===== src/rtl/stack_seq_pkg.sv =====
package stack_seq_pkg;
  localparam int DATA_W = 8;
  localparam int ADDR_W = 16;
  localparam int STEP_W = 3;

  // status bit positions
  localparam int ST_N = 7;
  localparam int ST_V = 6;
  localparam int ST_U = 5;
  localparam int ST_B = 4;
  localparam int ST_D = 3;
  localparam int ST_I = 2;
  localparam int ST_Z = 1;
  localparam int ST_C = 0;

  localparam logic [DATA_W-1:0] ST_RESET = DATA_W'((1 << ST_U) | (1 << ST_I));

  typedef enum logic [2:0] {
    OP_PUSH_A = 3'd0,
    OP_PUSH_P = 3'd1,
    OP_PULL_A = 3'd2,
    OP_PULL_P = 3'd3,
    OP_CALL   = 3'd4,
    OP_RET    = 3'd5,
    OP_BRK    = 3'd6,
    OP_RTI    = 3'd7
  } seq_op_e;

  // memory access performed in a step
  typedef enum logic [2:0] {
    MA_NONE,
    MA_WR_PCH,
    MA_WR_PCL,
    MA_WR_ST,
    MA_WR_ACC,
    MA_RD_STK,
    MA_RD_VLO,
    MA_RD_VHI
  } mem_act_e;

  // what the step does with the byte read in the previous step
  typedef enum logic [2:0] {
    CAP_NONE,
    CAP_LO,
    CAP_ACC,
    CAP_ST_PULL,
    CAP_ST_RTI,
    CAP_PC_RET,
    CAP_PC_ABS,
    CAP_PC_TGT
  } cap_e;

  typedef struct packed {
    mem_act_e act;
    cap_e     cap;
    logic     set_i;
    logic     last;
  } uop_t;

  function automatic logic [ADDR_W-1:0] call_ret_addr(input logic [ADDR_W-1:0] ia);
    return ia + ADDR_W'(2);
  endfunction

  function automatic logic [ADDR_W-1:0] sub_return_pc(input logic [DATA_W-1:0] lo,
                                                       input logic [DATA_W-1:0] hi);
    return {hi, lo} + ADDR_W'(1);
  endfunction

  function automatic logic [DATA_W-1:0] pushed_status(input logic [DATA_W-1:0] p);
    logic [DATA_W-1:0] r;
    r = p;
    r[ST_B] = 1'b1;
    return r;
  endfunction

  function automatic logic [DATA_W-1:0] pulled_status(input logic [DATA_W-1:0] d);
    logic [DATA_W-1:0] r;
    r = d;
    r[ST_U] = 1'b1;
    r[ST_B] = 1'b0;
    return r;
  endfunction

  function automatic logic [DATA_W-1:0] rti_status(input logic [DATA_W-1:0] d);
    logic [DATA_W-1:0] r;
    r = d;
    r[ST_U] = 1'b1;
    return r;
  endfunction

  function automatic logic [DATA_W-1:0] load_nz(input logic [DATA_W-1:0] p,
                                                 input logic [DATA_W-1:0] d);
    logic [DATA_W-1:0] r;
    r = p;
    r[ST_N] = d[DATA_W-1];
    r[ST_Z] = (d == '0);
    return r;
  endfunction
endpackage


===== src/rtl/stack_seq_ucode.sv =====
module stack_seq_ucode
  import stack_seq_pkg::*;
(
  input  seq_op_e             op,
  input  logic [STEP_W-1:0]   step,
  output uop_t                uop
);
  function automatic uop_t mk(input mem_act_e a, input cap_e c, input logic si, input logic l);
    uop_t u;
    u.act = a;
    u.cap = c;
    u.set_i = si;
    u.last = l;
    return u;
  endfunction

  always_comb begin
    uop = mk(MA_NONE, CAP_NONE, 1'b0, 1'b1);
    unique case (op)
      OP_PUSH_A: uop = mk(MA_WR_ACC, CAP_NONE, 1'b0, 1'b1);
      OP_PUSH_P: uop = mk(MA_WR_ST, CAP_NONE, 1'b0, 1'b1);
      OP_PULL_A: begin
        if (step == 3'd0) uop = mk(MA_RD_STK, CAP_NONE, 1'b0, 1'b0);
        else              uop = mk(MA_NONE, CAP_ACC, 1'b0, 1'b1);
      end
      OP_PULL_P: begin
        if (step == 3'd0) uop = mk(MA_RD_STK, CAP_NONE, 1'b0, 1'b0);
        else              uop = mk(MA_NONE, CAP_ST_PULL, 1'b0, 1'b1);
      end
      OP_CALL: begin
        if (step == 3'd0) uop = mk(MA_WR_PCH, CAP_NONE, 1'b0, 1'b0);
        else              uop = mk(MA_WR_PCL, CAP_PC_TGT, 1'b0, 1'b1);
      end
      OP_RET: begin
        unique case (step)
          3'd0:    uop = mk(MA_RD_STK, CAP_NONE, 1'b0, 1'b0);
          3'd1:    uop = mk(MA_RD_STK, CAP_LO, 1'b0, 1'b0);
          default: uop = mk(MA_NONE, CAP_PC_RET, 1'b0, 1'b1);
        endcase
      end
      OP_BRK: begin
        unique case (step)
          3'd0:    uop = mk(MA_WR_PCH, CAP_NONE, 1'b0, 1'b0);
          3'd1:    uop = mk(MA_WR_PCL, CAP_NONE, 1'b0, 1'b0);
          3'd2:    uop = mk(MA_WR_ST, CAP_NONE, 1'b0, 1'b0);
          3'd3:    uop = mk(MA_RD_VLO, CAP_NONE, 1'b1, 1'b0);
          3'd4:    uop = mk(MA_RD_VHI, CAP_LO, 1'b0, 1'b0);
          default: uop = mk(MA_NONE, CAP_PC_ABS, 1'b0, 1'b1);
        endcase
      end
      OP_RTI: begin
        unique case (step)
          3'd0:    uop = mk(MA_RD_STK, CAP_NONE, 1'b0, 1'b0);
          3'd1:    uop = mk(MA_RD_STK, CAP_ST_RTI, 1'b0, 1'b0);
          3'd2:    uop = mk(MA_RD_STK, CAP_LO, 1'b0, 1'b0);
          default: uop = mk(MA_NONE, CAP_PC_ABS, 1'b0, 1'b1);
        endcase
      end
      default: uop = mk(MA_NONE, CAP_NONE, 1'b0, 1'b1);
    endcase
  end
endmodule


===== src/rtl/stack_seq_sp.sv =====
module stack_seq_sp
  import stack_seq_pkg::*;
#(
  parameter logic [DATA_W-1:0] RESET_SP   = 8'hFD,
  parameter logic [DATA_W-1:0] STACK_PAGE = 8'h01
) (
  input  logic              clk,
  input  logic              rst_n,
  input  logic              push,
  input  logic              pull,
  output logic [DATA_W-1:0] sp,
  output logic [ADDR_W-1:0] stk_addr
);
  logic [DATA_W-1:0] sp_q;
  logic [DATA_W-1:0] sp_inc;

  assign sp_inc   = sp_q + DATA_W'(1);
  assign sp       = sp_q;
  // pull pre-increments, push post-decrements
  assign stk_addr = {STACK_PAGE, (pull ? sp_inc : sp_q)};

  always_ff @(posedge clk) begin
    if (!rst_n)    sp_q <= RESET_SP;
    else if (push) sp_q <= sp_q - DATA_W'(1);
    else if (pull) sp_q <= sp_inc;
  end
endmodule


===== src/rtl/stack_seq_flags.sv =====
module stack_seq_flags
  import stack_seq_pkg::*;
(
  input  logic              clk,
  input  logic              rst_n,
  input  logic              en,
  input  cap_e              cap,
  input  logic              set_i,
  input  logic [DATA_W-1:0] rdata,
  output logic [DATA_W-1:0] status
);
  logic [DATA_W-1:0] st_q;
  logic [DATA_W-1:0] st_d;

  always_comb begin
    st_d = st_q;
    if (en) begin
      unique case (cap)
        CAP_ACC:     st_d = load_nz(st_q, rdata);
        CAP_ST_PULL: st_d = pulled_status(rdata);
        CAP_ST_RTI:  st_d = rti_status(rdata);
        default:     st_d = st_q;
      endcase
      if (set_i) st_d[ST_I] = 1'b1;
    end
  end

  always_ff @(posedge clk) begin
    if (!rst_n) st_q <= ST_RESET;
    else        st_q <= st_d;
  end

  assign status = st_q;
endmodule


===== src/rtl/stack_irq_seq.sv =====
module stack_irq_seq
  import stack_seq_pkg::*;
#(
  parameter logic [ADDR_W-1:0] RESET_PC   = 16'h0000,
  parameter logic [DATA_W-1:0] RESET_SP   = 8'hFD,
  parameter logic [DATA_W-1:0] STACK_PAGE = 8'h01,
  parameter logic [ADDR_W-1:0] BRK_VEC    = 16'hFFFE
) (
  input  logic        clk,
  input  logic        rst_n,
  input  logic        start,
  input  logic [2:0]  op,
  input  logic [15:0] inst_addr,
  input  logic [15:0] target,
  input  logic [7:0]  acc_in,
  input  logic [7:0]  mem_rdata,
  output logic        busy,
  output logic        done,
  output logic [15:0] mem_addr,
  output logic [7:0]  mem_wdata,
  output logic        mem_we,
  output logic        mem_re,
  output logic [15:0] pc,
  output logic [7:0]  sp,
  output logic [7:0]  status,
  output logic [7:0]  acc_out,
  output logic        acc_load
);
  seq_op_e           op_q;
  logic [STEP_W-1:0] step_q;
  logic              busy_q, done_q;
  logic [ADDR_W-1:0] ret_q, tgt_q, pc_q;
  logic [DATA_W-1:0] acc_q, lo_q, acc_out_q;
  logic              acc_load_q;
  uop_t              uop;
  logic [ADDR_W-1:0] stk_addr;

  // named internal events
  logic op_accept, stk_push, stk_pull, vec_rd, step_end;

  assign op_accept = start && !busy_q;
  assign stk_push  = busy_q && (uop.act inside {MA_WR_PCH, MA_WR_PCL, MA_WR_ST, MA_WR_ACC});
  assign stk_pull  = busy_q && (uop.act == MA_RD_STK);
  assign vec_rd    = busy_q && (uop.act inside {MA_RD_VLO, MA_RD_VHI});
  assign step_end  = busy_q && uop.last;

  stack_seq_ucode u_ucode (
    .op   (op_q),
    .step (step_q),
    .uop  (uop)
  );

  stack_seq_sp #(
    .RESET_SP   (RESET_SP),
    .STACK_PAGE (STACK_PAGE)
  ) u_sp (
    .clk      (clk),
    .rst_n    (rst_n),
    .push     (stk_push),
    .pull     (stk_pull),
    .sp       (sp),
    .stk_addr (stk_addr)
  );

  stack_seq_flags u_flags (
    .clk    (clk),
    .rst_n  (rst_n),
    .en     (busy_q),
    .cap    (uop.cap),
    .set_i  (uop.set_i),
    .rdata  (mem_rdata),
    .status (status)
  );

  // memory port
  always_comb begin
    unique case (uop.act)
      MA_RD_VLO: mem_addr = BRK_VEC;
      MA_RD_VHI: mem_addr = BRK_VEC + ADDR_W'(1);
      default:   mem_addr = stk_addr;
    endcase
    unique case (uop.act)
      MA_WR_PCH: mem_wdata = ret_q[ADDR_W-1:DATA_W];
      MA_WR_PCL: mem_wdata = ret_q[DATA_W-1:0];
      MA_WR_ST:  mem_wdata = pushed_status(status);
      MA_WR_ACC: mem_wdata = acc_q;
      default:   mem_wdata = '0;
    endcase
  end

  assign mem_we = stk_push;
  assign mem_re = stk_pull || vec_rd;

  // sequencing
  always_ff @(posedge clk) begin
    if (!rst_n) begin
      busy_q <= 1'b0;
      done_q <= 1'b0;
      op_q   <= OP_PUSH_A;
      step_q <= '0;
      ret_q  <= '0;
      tgt_q  <= '0;
      acc_q  <= '0;
    end else begin
      done_q <= step_end;
      if (op_accept) begin
        busy_q <= 1'b1;
        op_q   <= seq_op_e'(op);
        step_q <= '0;
        ret_q  <= call_ret_addr(inst_addr);
        tgt_q  <= target;
        acc_q  <= acc_in;
      end else if (busy_q) begin
        step_q <= step_q + STEP_W'(1);
        if (uop.last) busy_q <= 1'b0;
      end
    end
  end

  // data captured from the previous step's read
  always_ff @(posedge clk) begin
    if (!rst_n) begin
      pc_q       <= RESET_PC;
      lo_q       <= '0;
      acc_out_q  <= '0;
      acc_load_q <= 1'b0;
    end else begin
      acc_load_q <= busy_q && (uop.cap == CAP_ACC);
      if (busy_q) begin
        unique case (uop.cap)
          CAP_LO:     lo_q <= mem_rdata;
          CAP_ACC:    acc_out_q <= mem_rdata;
          CAP_PC_RET: pc_q <= sub_return_pc(lo_q, mem_rdata);
          CAP_PC_ABS: pc_q <= {mem_rdata, lo_q};
          CAP_PC_TGT: pc_q <= tgt_q;
          default: ;
        endcase
      end
    end
  end

  assign busy     = busy_q;
  assign done     = done_q;
  assign pc       = pc_q;
  assign acc_out  = acc_out_q;
  assign acc_load = acc_load_q;
endmodule


===== config.mk =====
export PLATFORM = sky130hd
export DESIGN_NAME = stack_irq_seq
export DESIGN_NICKNAME = d
export VERILOG_FILES = /design/src/rtl/stack_seq_pkg.sv /design/src/rtl/stack_seq_ucode.sv /design/src/rtl/stack_seq_sp.sv /design/src/rtl/stack_seq_flags.sv /design/src/rtl/stack_irq_seq.sv
export SDC_FILE = /design/constraint.sdc
export NUM_CORES = 1
export LEC_CHECK = 0
export BUFFER_PORTS_ARGS = -buffer_cell sky130_fd_sc_hd__buf_2
export CELL_PAD_IN_SITES_DETAIL_PLACEMENT = 0
export CELL_PAD_IN_SITES_GLOBAL_PLACEMENT = 1
export CORE_ASPECT_RATIO = 0.8
export CORE_MARGIN = 2
export CORE_UTILIZATION = 36
export DETAILED_ROUTE_END_ITERATION = 10
export PLACE_DENSITY_LB_ADDON = 0.1
export SLEW_MARGIN = 20
export SYNTH_ARGS = -nofsm -noshare
export SYNTH_HDL_FRONTEND = slang
export SYNTH_SLANG_ARGS = --single-unit

===== constraint.sdc =====
create_clock -name clk -period 2.2 [get_ports clk]
set_input_delay 0.33 -clock clk [delete_from_list [all_inputs] [get_ports clk]]
set_output_delay 0.33 -clock clk [all_outputs]
set_load 0.01 [all_outputs]

==> impl_results.md <==
* VDD IR max at 0.575 mV
* Switching Share at 0.296
* Die ar. at 0.0154 mm²
* Ys async rst share at 0
* CTS H-Tree Depth at 3
* Leak pwr at between 3 and 4 nW
* Final Critical Period at approximately 2800 ps
* Final setup fails at 32
* GP Congestion at between 0.9 and 1
* Period Utilization, post-route at 1.27
* Fmax at ~0.36 GHz
* Syn_area_per_cell at 8.69 µm²
* First-pass GRT wire length at 26.1 mm
* CP Capture Type: output pin
* Pwr dens at 597 mW/mm²
* Largest family of logic cells by synthesized area: compound AO/OA/AOI/OAI gates
* Chip width at between 100 and 150 µm
* TritonCTS Buffers at 9
* Area of placed instances at around 0.0064 mm²
* Vias at slightly above 5,000
* Post-route ant nets at 0
* RSZ-0062 raised after global routing: true
* Run status: finished, violations left
* Antenna violations before repair at 0
* Worst skew pair latency at 350 ps
* Clock Tree Buf Depth at 2
* Clock Sinks at a little under 100
* Critical Path Fanout Max at 5
* Adder-Cell Fraction of Synth Area at 0.0217
* Area Growth Syn to Fin at 41.1%
* Power Internal at between 3 and 4 mW
* Max Cap Viol at 0
* Hold Crit Start: inst_addr[0]
* Post-Synth Simple-Gate Area at 0.206
* CP Launch Type: flip-flop
* Initial Util at 0.365
* Post-DP HPWL at between 10 and 15 mm
* NetSw at 1.29 mW
* Most used DFF post-synth: dfxtp_1
* Family with the most delay on the worst path: simple AND/OR/NAND/NOR gates
* DRT iter0 DRCs at between 300 and 400
* Post-CTS Hold Buffers at 0
* Synthesized flop and latch total at between 90 and 100
* CP cell instances: inv_4 > ha_4 > o211ai_1 > o32a_4 > or4b_4 > nor2_4 > nand2_4 > o221ai_2 > buf_2
* CTS tree: done
* Clock power share at 0.364
* Tightest Hold Check Type: input port to flip-flop
* Inst Count DP at ~920
* Crit path largest cell delay at between 500 and 600 ps
* Multi-input logic area at between 0.003 and 0.004 mm²
* Setup Skew at 7.98 ps
* Final Instance Count excl. Fillers at between 900 and 1,000
* Tot GR Track Use at 0.212
* TritonRoute pass-1 iters at 5
* Worst setup margin at -604 ps
* Crit path buffers/inverters at 2
* Post-synth net total at between 600 and 700
* # fillers at around 1,400
* Max Slew Vio Count at 0
* Post-Syn Instances at slightly below 600
* CP Class: flip-flop to output pin
* RR Startpoint: step_q[0]$_SDFFE_PP0P_
* Warnings, synthesis at 0
* N_diodes at 0
* Post-synth EDFFs at 0
* Worst Setup SP: step_q[0]$_SDFFE_PP0P_
* Vias in the first global route at 4,794
* Netlist cell types at 77
* Port-buffer cells at approximately 120
* Cell area after synthesis at between 0.005 and 0.006 mm²
* Logic gate share of total power at 0.198
* Gr ovfl total at 0
* Detailed-route wire length at around 17 mm
* Final hold slack at roughly 180 ps
* Fin nets at 835
* WP data required at around 1900 ps
* Wire per inst at around 18 µm
* Die Span Y at 111 µm
* Compound-Gate Fraction of Synth Area at 0.222
* # DRC at 0
* Clk pin slew, worst setup/hold paths at 70 ps
* CP max stage cell: or4b_4
* Final Hold Violating Endpoints at 0
* Row count at 39
* Reg power frac at 0.438
* Area share of xor/xnor cells in the synthesized design at 0.0388
* Mux cell area share after synthesis at 0.0726
* Failing checks: setup timing
* Crit path DAT at 2470 ps
* DR vias/cell at 5.38
* Root Driver: clkbuf_16
* Final TNS setup at -10,930 ps
* Post-synthesis sequential area ratio at 0.374
* IO Count at approximately 120
* Share of cells above drive strength 1 at 0.391
* Sequential Area at between 0.0015 and 0.002 mm²
* Core Footprint at 0.0142 mm²
* Post-route cell area at ~0.0073 mm²
* Pin count of the biggest net entering global routing at 38
final timing paths:
path	slack, ps	endpoint	depth (start not counted)
min	180	ret_q[0]$_SDFFE_PN0P_	2
max reg2reg	-130	u_sp.sp[5]$_SDFF_PN1_	11
max	-600	mem_wdata[3]	9
min reg2reg	470	ret_q[10]$_SDFFE_PN0P_	2
through the flow:
stage | setup slack [ps] | total power, mW | utilization
after floorplan | -178 | 2.38 | -
final | -604 | 4.37 | 0.515
after CTS | -614 | 4.36 | 0.488
after detailed placement | -281 | 2.73 | 0.453
after global placement | -211 | 2.72 | 0.453
after global routing | -687 | 4.56 | 0.515
cell usage in the layout, fill, tap and decap left out, types with 9 or more instances in the layout:
cell,count
dfxtp_1,92
xnor2_1,10
xor2_1,13
nand2b_1,9
nand3_1,15
nor3_1,11
nand2_1,61
buf_2,115
buf_12,9
mux2i_1,26
clkbuf_16,12
o22ai_1,10
inv_1,18
buf_6,13
buf_4,69
o21ai_0,36
nor2_1,38
a22o_1,28
a21oi_1,14
power groups by stage:
stage / clock, mW / combinational [mW] / sequential (mW)
2_1_floorplan: 0 / 0.459 / 1.92
6_report: 1.59 / 0.863 / 1.91
3_3_place_gp: 0 / 0.772 / 1.95
5_1_grt: 1.69 / 0.942 / 1.93
3_5_place_dp: 0 / 0.781 / 1.95
4_1_cts: 1.63 / 0.814 / 1.91
layer usage:
metal / up-vias / routed length, µm / track usage
li1: 2529 / - / -
met1: 2430 / 8240 / 0.315
met2: 189 / 7280 / 0.309
met3: 20 / 1400 / 0.0563
met4: 0 / 162 / 0.0449
met5: - / 0 / 0
logic make-up after synthesis:
kind of cell	count (synthesis)
and+or+nand+nor	202
AOI/OAI and AO/OA	159
DFF	97
buffers and inverters	70
muxes	36
xor gates and xnor gates	23
adders and majority gates	9
other	1
Yosys cell counts, drive strengths merged, types with 8 or more instances:
master,instances,share of area
dfxtp,97,0.37
nand2,63,0.046
nor2,44,0.037
o21ai,42,0.041
mux2i,29,0.057
a22o,28,0.047
clkbuf,25,0.018
buf,23,0.030
inv,21,0.015
a21oi,20,0.022
nand3,19,0.021
nor3,17,0.021
xor2,13,0.022
nand2b,11,0.013
o22ai,10,0.012
xnor2,10,0.017
and3,9,0.012
ha,9,0.022
a31oi,8,0.011
layout make-up:
cell class	instances	share of cell area
multi-input cells	430	0.437
clock inverters	5	0.00581
well taps	184	0.0315
clock buffers	11	0.0345
repair buffers	212	0.212
inverters	22	0.0125
flip-flops and latches	97	0.267
timing repair:
| item | 4_1_cts | 5_1_grt |
|---|---|---|
| gates cloned | 2 | 3 |
| setup buffers | 2 | 16 |
| hold endpoints to repair | 0 | 0 |
| gates resized for setup | 32 | 43 |
| pin swaps | 17 | 24 |
| endpoints found under the setup margin | 48 | 64 |
sequential cells by signal, indices dropped and copies added, names as in the netlist:
signal and flops:
pc 16, ret_q 16, tgt_q 16, acc_out 8
acc_q 8, lo_q 8, u_flags.status 8, u_sp.sp 8
op_q 3, step_q 3, acc_load 1, busy 1
done 1
No activity file was read; power rests on OpenSTA's default activity.
